**src/rtl/exu_pkg.sv**
```systemverilog
package exu_pkg;

   localparam int unsigned REG_IDX_W = 5;

   typedef enum logic [3:0] {
      ALU_ADD, ALU_SUB, ALU_AND, ALU_OR, ALU_XOR, ALU_NOR,
      ALU_SLT, ALU_SLTU, ALU_SHL, ALU_SHR, ALU_SAR, ALU_LUI
   } alu_op_e;

   typedef struct packed {
      alu_op_e              op;
      logic                 use_imm;
      logic                 imm_zext;
      logic                 sh_var;
      logic                 ovf_chk;
      logic [REG_IDX_W-1:0] dst;
      logic                 legal;
   } dec_t;

   // primary opcodes
   localparam logic [5:0] OPC_REG   = 6'h00;
   localparam logic [5:0] OPC_ADDI  = 6'h08;
   localparam logic [5:0] OPC_ADDIU = 6'h09;
   localparam logic [5:0] OPC_SLTI  = 6'h0A;
   localparam logic [5:0] OPC_SLTIU = 6'h0B;
   localparam logic [5:0] OPC_ANDI  = 6'h0C;
   localparam logic [5:0] OPC_ORI   = 6'h0D;
   localparam logic [5:0] OPC_XORI  = 6'h0E;
   localparam logic [5:0] OPC_LUI   = 6'h0F;

   // register-form function codes
   localparam logic [5:0] FN_SLL  = 6'h00;
   localparam logic [5:0] FN_SRL  = 6'h02;
   localparam logic [5:0] FN_SRA  = 6'h03;
   localparam logic [5:0] FN_SLLV = 6'h04;
   localparam logic [5:0] FN_SRLV = 6'h06;
   localparam logic [5:0] FN_SRAV = 6'h07;
   localparam logic [5:0] FN_ADD  = 6'h20;
   localparam logic [5:0] FN_ADDU = 6'h21;
   localparam logic [5:0] FN_SUB  = 6'h22;
   localparam logic [5:0] FN_SUBU = 6'h23;
   localparam logic [5:0] FN_AND  = 6'h24;
   localparam logic [5:0] FN_OR   = 6'h25;
   localparam logic [5:0] FN_XOR  = 6'h26;
   localparam logic [5:0] FN_NOR  = 6'h27;
   localparam logic [5:0] FN_SLT  = 6'h2A;
   localparam logic [5:0] FN_SLTU = 6'h2B;

endpackage

```
**src/rtl/exu_decode.sv**
```systemverilog
module exu_decode
   import exu_pkg::*;
#(
   parameter int unsigned INSTR_W = 32
) (
   input  logic [INSTR_W-1:0] instr,
   output dec_t               dec
);

   localparam int unsigned OPC_LSB = INSTR_W - 6;

   logic [5:0] opc;
   logic [5:0] fn;

   assign opc = instr[INSTR_W-1:OPC_LSB];
   assign fn  = instr[5:0];

   always_comb begin
      dec       = '0;
      dec.op    = ALU_ADD;
      dec.legal = 1'b1;
      dec.dst   = instr[20:16];
      case (opc)
         OPC_REG: begin
            dec.dst = instr[15:11];
            case (fn)
               FN_SLL:  dec.op = ALU_SHL;
               FN_SRL:  dec.op = ALU_SHR;
               FN_SRA:  dec.op = ALU_SAR;
               FN_SLLV: begin dec.op = ALU_SHL; dec.sh_var = 1'b1; end
               FN_SRLV: begin dec.op = ALU_SHR; dec.sh_var = 1'b1; end
               FN_SRAV: begin dec.op = ALU_SAR; dec.sh_var = 1'b1; end
               FN_ADD:  begin dec.op = ALU_ADD; dec.ovf_chk = 1'b1; end
               FN_ADDU: dec.op = ALU_ADD;
               FN_SUB:  begin dec.op = ALU_SUB; dec.ovf_chk = 1'b1; end
               FN_SUBU: dec.op = ALU_SUB;
               FN_AND:  dec.op = ALU_AND;
               FN_OR:   dec.op = ALU_OR;
               FN_XOR:  dec.op = ALU_XOR;
               FN_NOR:  dec.op = ALU_NOR;
               FN_SLT:  dec.op = ALU_SLT;
               FN_SLTU: dec.op = ALU_SLTU;
               default: dec.legal = 1'b0;
            endcase
         end
         OPC_ADDI:  begin dec.op = ALU_ADD;  dec.use_imm = 1'b1; dec.ovf_chk = 1'b1; end
         OPC_ADDIU: begin dec.op = ALU_ADD;  dec.use_imm = 1'b1; end
         OPC_SLTI:  begin dec.op = ALU_SLT;  dec.use_imm = 1'b1; end
         OPC_SLTIU: begin dec.op = ALU_SLTU; dec.use_imm = 1'b1; end
         OPC_ANDI:  begin dec.op = ALU_AND;  dec.use_imm = 1'b1; dec.imm_zext = 1'b1; end
         OPC_ORI:   begin dec.op = ALU_OR;   dec.use_imm = 1'b1; dec.imm_zext = 1'b1; end
         OPC_XORI:  begin dec.op = ALU_XOR;  dec.use_imm = 1'b1; dec.imm_zext = 1'b1; end
         OPC_LUI:   begin dec.op = ALU_LUI;  dec.use_imm = 1'b1; end
         default:   dec.legal = 1'b0;
      endcase
   end

endmodule

```
**src/rtl/exu_shift.sv**
```systemverilog
module exu_shift #(
   parameter int unsigned W    = 32,
   parameter int unsigned SH_W = $clog2(W)
) (
   input  logic [W-1:0]    din,
   input  logic [SH_W-1:0] amt,
   input  logic            left,
   input  logic            arith,
   output logic [W-1:0]    dout
);

   logic [W-1:0] rev_in;
   logic [W-1:0] rev_out;
   logic [W-1:0] stg [0:SH_W];
   logic         fill;

   assign fill = arith & ~left & din[W-1];

   // left shifts run through the right shifter on bit-reversed data
   for (genvar i = 0; i < W; i++) begin : g_rev
      assign rev_in[i]  = din[W-1-i];
      assign rev_out[i] = stg[SH_W][W-1-i];
   end

   assign stg[0] = left ? rev_in : din;

   for (genvar s = 0; s < SH_W; s++) begin : g_stage
      localparam int unsigned D = 1 << s;
      assign stg[s+1] = amt[s] ? {{D{fill}}, stg[s][W-1:D]} : stg[s];
   end

   assign dout = left ? rev_out : stg[SH_W];

endmodule

```
**src/rtl/exu_alu.sv**
```systemverilog
module exu_alu
   import exu_pkg::*;
#(
   parameter int unsigned XLEN  = 32,
   parameter int unsigned IMM_W = 16
) (
   input  dec_t                    dec,
   input  logic [XLEN-1:0]         opa,
   input  logic [XLEN-1:0]         opb,
   input  logic [IMM_W-1:0]        imm,
   input  logic [$clog2(XLEN)-1:0] shamt,
   output logic [XLEN-1:0]         result,
   output logic                    ovf
);

   localparam int unsigned SH_W = $clog2(XLEN);
   localparam int unsigned MSB  = XLEN - 1;

   logic [XLEN-1:0] imm_ext;
   logic [XLEN-1:0] b;
   logic [XLEN-1:0] sum;
   logic [XLEN-1:0] diff;
   logic [XLEN-1:0] shifted;
   logic [SH_W-1:0] amt;
   logic            add_ovf;
   logic            sub_ovf;

   assign imm_ext = dec.imm_zext ? {{(XLEN-IMM_W){1'b0}}, imm}
                                 : {{(XLEN-IMM_W){imm[IMM_W-1]}}, imm};
   assign b    = dec.use_imm ? imm_ext : opb;
   assign sum  = opa + b;
   assign diff = opa - b;

   assign add_ovf = (opa[MSB] == b[MSB]) && (sum[MSB]  != opa[MSB]);
   assign sub_ovf = (opa[MSB] != b[MSB]) && (diff[MSB] != opa[MSB]);

   assign amt = dec.sh_var ? opa[SH_W-1:0] : shamt;

   exu_shift #(.W(XLEN), .SH_W(SH_W)) u_shift (
      .din   (opb),
      .amt   (amt),
      .left  (dec.op == ALU_SHL),
      .arith (dec.op == ALU_SAR),
      .dout  (shifted)
   );

   always_comb begin
      case (dec.op)
         ALU_ADD:  result = sum;
         ALU_SUB:  result = diff;
         ALU_AND:  result = opa & b;
         ALU_OR:   result = opa | b;
         ALU_XOR:  result = opa ^ b;
         ALU_NOR:  result = ~(opa | b);
         ALU_SLT:  result = {{(XLEN-1){1'b0}}, ($signed(opa) < $signed(b))};
         ALU_SLTU: result = {{(XLEN-1){1'b0}}, (opa < b)};
         ALU_SHL, ALU_SHR, ALU_SAR: result = shifted;
         ALU_LUI:  result = {imm, {(XLEN-IMM_W){1'b0}}};
         default:  result = '0;
      endcase
   end

   always_comb begin
      ovf = 1'b0;
      if (dec.ovf_chk) begin
         if (dec.op == ALU_ADD) ovf = add_ovf;
         else if (dec.op == ALU_SUB) ovf = sub_ovf;
      end
   end

endmodule

```
**src/rtl/int_exec_stage.sv**
```systemverilog
module int_exec_stage
   import exu_pkg::*;
#(
   parameter int unsigned XLEN  = 32,
   parameter int unsigned IMM_W = 16
) (
   input  logic                 clk,
   input  logic                 rst_n,
   input  logic                 in_valid,
   input  logic [XLEN-1:0]      instr,
   input  logic [XLEN-1:0]      src_a,
   input  logic [XLEN-1:0]      src_b,
   output logic                 res_valid,
   output logic [XLEN-1:0]      res_data,
   output logic [REG_IDX_W-1:0] res_dst,
   output logic                 res_we,
   output logic                 res_ovf,
   output logic                 res_illegal
);

   localparam int unsigned SH_W = $clog2(XLEN);

   initial begin
      if (XLEN != 32 || IMM_W != 16)
         $fatal(1, "int_exec_stage: encoding needs XLEN=32 and IMM_W=16");
   end

   dec_t            dec;
   logic [XLEN-1:0] alu_res;
   logic            alu_ovf;
   logic            wr_ok;

   exu_decode #(.INSTR_W(XLEN)) u_dec (
      .instr (instr),
      .dec   (dec)
   );

   exu_alu #(.XLEN(XLEN), .IMM_W(IMM_W)) u_alu (
      .dec    (dec),
      .opa    (src_a),
      .opb    (src_b),
      .imm    (instr[IMM_W-1:0]),
      .shamt  (instr[6+SH_W-1:6]),
      .result (alu_res),
      .ovf    (alu_ovf)
   );

   assign wr_ok = dec.legal && !alu_ovf && (dec.dst != '0);

   always_ff @(posedge clk or negedge rst_n) begin
      if (!rst_n) begin
         res_valid   <= 1'b0;
         res_data    <= '0;
         res_dst     <= '0;
         res_we      <= 1'b0;
         res_ovf     <= 1'b0;
         res_illegal <= 1'b0;
      end else begin
         res_valid   <= in_valid;
         res_data    <= (in_valid && dec.legal) ? alu_res : '0;
         res_dst     <= (in_valid && dec.legal) ? dec.dst : '0;
         res_we      <= in_valid && wr_ok;
         res_ovf     <= in_valid && dec.legal && alu_ovf;
         res_illegal <= in_valid && !dec.legal;
      end
   end

endmodule

```
**config.mk**
```make
export PLATFORM = sky130hd
export DESIGN_NAME = int_exec_stage
export DESIGN_NICKNAME = d
export VERILOG_FILES = /design/src/rtl/exu_pkg.sv /design/src/rtl/exu_decode.sv /design/src/rtl/exu_shift.sv /design/src/rtl/exu_alu.sv /design/src/rtl/int_exec_stage.sv
export SDC_FILE = /design/constraint.sdc
export NUM_CORES = 1
export LEC_CHECK = 0
export ABC_AREA = 1
export BUFFER_PORTS_ARGS = -buffer_cell sky130_fd_sc_hd__buf_2
export CORE_UTILIZATION = 55
export DETAILED_ROUTE_END_ITERATION = 6
export GPL_ROUTABILITY_DRIVEN = 0
export MAX_ROUTING_LAYER = met4
export PLACE_DENSITY = 0.8
export SLEW_MARGIN = 20
export SYNTH_ARGS = -nofsm -noshare
export SYNTH_HDL_FRONTEND = slang
export SYNTH_SLANG_ARGS = --single-unit
export TNS_END_PERCENT = 10
```
**constraint.sdc**
```tcl
create_clock -name clk -period 0.8 [get_ports clk]
set_input_delay 0 -clock clk [delete_from_list [all_inputs] [get_ports clk]]
set_output_delay 0 -clock clk [all_outputs]
set_load 0.01 [all_outputs]
```
==> results of run 1 <==
==> cell usage after synthesis, drive strengths merged (2+ instances only) <==
cell type	count
nor2	109
a21boi	2
a31oi	6
nand3	400
nor3	12
dfrtp	41
fa	2
o21ai	118
o21bai	8
nand2	434
inv	243
o221ai	4
a221oi	8
and3	2
ha	96
clkbuf	49
a211oi	7
o2111ai	13
or2	4
a2111oi	7
o211ai	14
o21a	5
nand4	11
nor4	6
a21oi	168
buf	53
o22ai	11
xor2	8
a21o	10
==> cells by family after synthesis <==
| kind of cell | after synthesis | share of synthesized area |
|---|---|---|
| xor gates and xnor gates | 8 | 0.00681 |
| and+or+nand+nor | 980 | 0.419 |
| AOI/OAI and AO/OA | 387 | 0.219 |
| buffers and inverters | 345 | 0.135 |
| DFF | 41 | 0.0997 |
| adders and majority gates | 98 | 0.121 |
==> repair_timing <==
| action | 4_1_cts |
|---|---|
| endpoints found under the setup margin | 47 |
| gates resized for setup | 174 |
| hold buffers | 2 |
| hold endpoints to repair | 43 |
| gates cloned | 0 |
| buffers inserted | 14 |
| pin swaps | 43 |
==> layer usage <==
metal,GRT usage,overflow
met5,-,-
met4,0.870,75
met3,0.758,10
met2,1.00,193
met1,0.863,13
==> per-stage QoR <==
stage          setup TNS [ns]  instance area (um2)   util  hold WS (ns)
2_1_floorplan          -59.91                10600      -        -0.296
3_3_place_gp           -85.54                15100  0.832        -0.106
3_5_place_dp           -91.84                15100  0.832        -0.106
4_1_cts                -66.23                16000  0.884         0.132
==> results.py, run 1 <==
metrics = {
    "grt": {
        "grt_pass1_vias": 21354,
        "grt_pass1_wl_mm": 130,
        "grt.total_usage": 0.880,
        "grt.overflow.total": 291,
        "grt_max_degree": 37,
    },
    "status": {
        "haltStage": "5_1_grt",
        "toolErrorMsg": "[ERROR GRT-0116] Global routing finished with congestion. Check the congestion regions in the DRC Viewer.",
        "outcome": "stopped before the end",
    },
    "logic_synthesis": {
        "synth_top_area_share": 0.194,
        "ys_seq_area_frac": 0.0997,
        "synthTopCellsByArea": "nand3_1 19%, nand2_1 16%, ha_1 12%, dfrtp_1 10%, inv_1 8.4%",
        "avgSynthCellArea_um2": 5.53,
        "yosysTopAreaCell": "nand3_1",
        "yosysUniqueCellTypes": 54,
        "synth_cells": 1859,
        "synth_area_um2": 10300,
        "synth_fp_nets": 2056,
        "ys_ff_latch": 41,
        "synth-edff-count": 0,
        "synth_ff_type": "dfrtp_1",
        "ys_warn_count": 0,
        "async_flop_share": 1.00,
    },
    "cts": {
        "htreeDepth": 2,
        "numCtsBuffers": 5,
        "cts.path.max_buffers": 2,
        "clock-root-buffer": "clkbuf_16",
        "cts.sinks": 41,
    },
    "die": {
        "rows": 49,
        "ioPinCount": 140,
        "initial_core_util": 0.567,
        "die_w_um": 139,
        "die-height_um": 139,
    },
    "placement": {
        "hpwl_mm": 43.4,
        "dp_slack_ns": -2.84,
        "place_inst": 2632,
        "io_buffers": 134,
    },
}
==> inputs of run 2 (changes only) <==
- CORE_UTILIZATION: 55 -> 40
- MAX_ROUTING_LAYER: met4 -> default
- PLACE_DENSITY: 0.8 -> default
- PLACE_DENSITY_LB_ADDON: default -> 0.15
- clock period: 0.8 -> 1.04 ns (I/O delays scaled with it)
==> run 2 against run 1 <==
The flow now finishes, with violations (DRC, setup timing). Synthesized area is the same. Synthesized cell count is the same.
==> results.py, run 2 <==
metrics = {
    "status": {
        "outcome": "complete, but fails checks",
        "violations": "DRC, setup timing",
    },
    "sta": {
        "hold_viol_final": 0,
        "hold_slack_ns": 0.0252,
        "fin_crit_sh": 2.76,
        "period_minus_slack_ns": 2.87,
        "rsz0062_at_grt": "yes",
        "setup_violations": 40,
        "setup_slack_ns": -1.83,
        "max_freq_ghz": 0.348,
        "worst_slew_pin_slew_ns": 0.463,
        "slew_headroom": 0.691,
        "fin_tns_setup_ns": -56.56,
        "drv_slew": 0,
    },
    "pwr": {
        "vdd_drop_max_mv": 0.789,
        "totalPowerFinal_mw": 13.6,
        "power-per-cell-area_nw_per_um2": 789,
        "p_leak_nw": 8.97,
    },
    "logic_synthesis": {
        "synth-edff-count": 0,
        "synth_top_area_share": 0.194,
        "ys_seq_area_frac": 0.0997,
        "yosysMostFrequentCell": "nand2_1",
        "synthTopCellsByArea": "nand3_1 19%, nand2_1 16%, ha_1 12%, dfrtp_1 10%, inv_1 8.4%",
        "yosysTopAreaCell": "nand3_1",
        "synth_ff_type": "dfrtp_1",
        "yosysUniqueCellTypes": 54,
        "async_flop_share": 1.00,
        "synth_fp_nets": 2056,
        "ys_ff_latch": 41,
        "ys_warn_count": 0,
        "avgSynthCellArea_um2": 5.53,
        "synth_area_um2": 10300,
        "synth_common_cells": "430 x nand2_1, 398 x nand3_1, 230 x inv_1",
        "synth_cells": 1859,
    },
    "grt": {
        "grt_pass1_wl_mm": 81.9,
        "grt.total_usage": 0.400,
        "grt_max_degree": 34,
        "grt_pass1_vias": 15178,
        "grt.overflow.total": 0,
        "antenna_found_initial": 0,
    },
    "cts": {
        "cts_tree": "yes",
        "htreeDepth": 2,
        "clock-root-buffer": "clkbuf_16",
        "cts.path.max_buffers": 2,
        "cts.sinks": 41,
        "clkSlewWorstSetupHoldPaths_ns": 0.07,
        "numCtsBuffers": 5,
    },
    "final_layout": {
        "layout_commonest_cell": "buf_4",
        "layout-drive-gt1-share": 0.407,
        "reg_top3": "res_data: 32 flops, res_dst: 5 flops",
        "fin_util": 0.683,
        "area_delta_synth_final_pct": 67.1,
        "fin_nets": 2641,
        "n_antenna_cell": 0,
        "largest_reg_flops": 32,
        "final_cell_mix": "499 x buf_4, 398 x nand2_1, 375 x nand3_1",
        "largest-register": "res_data",
        "layoutNonFillerInstCount": 2775,
    },
    "route": {
        "first_pass_iters": 7,
        "route.detailed.drc": 1,
        "vias_per_cell": 5.81,
        "drtIter0Drc": 2112,
        "drtAntennaViolNets": 0,
        "num_vias": 16135,
        "wl_mm": 53.8,
        "wl_per_cell_um": 19.4,
    },
    "critical_path": {
        "worstSetupStartpointType": "input port",
        "worstSetupPathType": "in2reg",
        "crit_path_start": "instr[31]",
        "required_ns": 1.21,
        "cp.arrival_ns": 3.04,
        "path_max_fanout": 7,
        "end_kind": "flop",
    },
    "die": {
        "core-area_um2": 25200,
        "die-height_um": 162,
        "initial_core_util": 0.409,
        "ioPinCount": 140,
        "rows": 58,
        "die_w_um": 162,
        "die-area_um2": 26400,
    },
    "placement": {
        "io_buffers": 134,
        "hpwl_mm": 43.0,
        "place_inst": 2743,
    },
    "job": {
        "maxCapViolations": 0,
    },
    "hold_path": {
        "min_from": "in_valid",
        "min_path_type": "in2reg",
    },
}
## run 2: cell counts after synthesis
No cell type changed its count.
## run 2: worst max-delay path: stages
cell and delay, ns:
buf_6 0.09, nor2_4 0.14, nand2_4 0.13, buf_12 0.16
buf_16 0.15, o21ai_4 0.20, inv_1 0.12, ha_4 0.33
nand2_2 0.12, o21ai_2 0.18, a21o_1 0.22, nand2_1 0.12
o2111ai_4 0.12, nand3_2 0.09, o211ai_1 0.21, buf_4 0.19
a21oi_1 0.06, o21ai_0 0.09, o21ai_0 0.10, nor2_1 0.13
a21oi_1 0.08
## run 2: where the power goes
group          switching (mW)  internal (mW)  total [mW]
clock                   0.707           1.14        1.85
combinational            5.58           4.50        10.1
sequential             0.0151           1.64        1.65
## run 2: routing by layer
metal,GRT usage,routed length [um],share of wire
met1,0.517,20800,0.39
met2,0.615,22800,0.42
met3,0.0807,6490,0.12
met4,0.232,3720,0.069
met5,0,0,0
## run 2: final timing paths
path	endpoint	slack (ns)	cells after the start
max	res_data[26]$_DFF_PN0_	-1.83	21
min in group asynchronous	res_illegal$_DFF_PN0_	0.17	2
min	res_illegal$_DFF_PN0_	0.03	3
max in group asynchronous	res_data[20]$_DFF_PN0_	0.38	3
## run 2: through the flow
step	cell area, um2	worst slack [ns]
3_5_place_dp	15300	-2.57
2_1_floorplan	10600	-1.62
5_1_grt	17200	-1.99
3_3_place_gp	15300	-2.63
6_report	17200	-1.83
4_1_cts	16600	-1.67
## run 2: cell type report
class	count	area, um2
inverter	243	923
tap	330	413
clock buffer	5	125
sequential	41	1030
timing repair buffer	680	5190
multi-input combinational	1473	9470
fill	2135	7990
clock inverter	3	46.3
## run 2: cells by family (layout without fill, tap and decap cells)
family	after synthesis	count (layout)	synth area share
adders and majority gates	98	98	0.121
and+or+nand+nor	980	980	0.419
buffers and inverters	345	931	0.135
xor gates and xnor gates	8	8	0.00681
AOI/OAI and AO/OA	387	387	0.219
DFF	41	41	0.0997
## run 2: repair_timing
action	4_1_cts	5_1_grt
gates resized for setup	262	121
hold buffers	2	0
pin swaps	68	61
setup endpoints to repair	40	40
setup buffers	15	9
endpoints found under the hold margin	42	0
gates cloned	1	0
(Power assumes the default switching activity.)
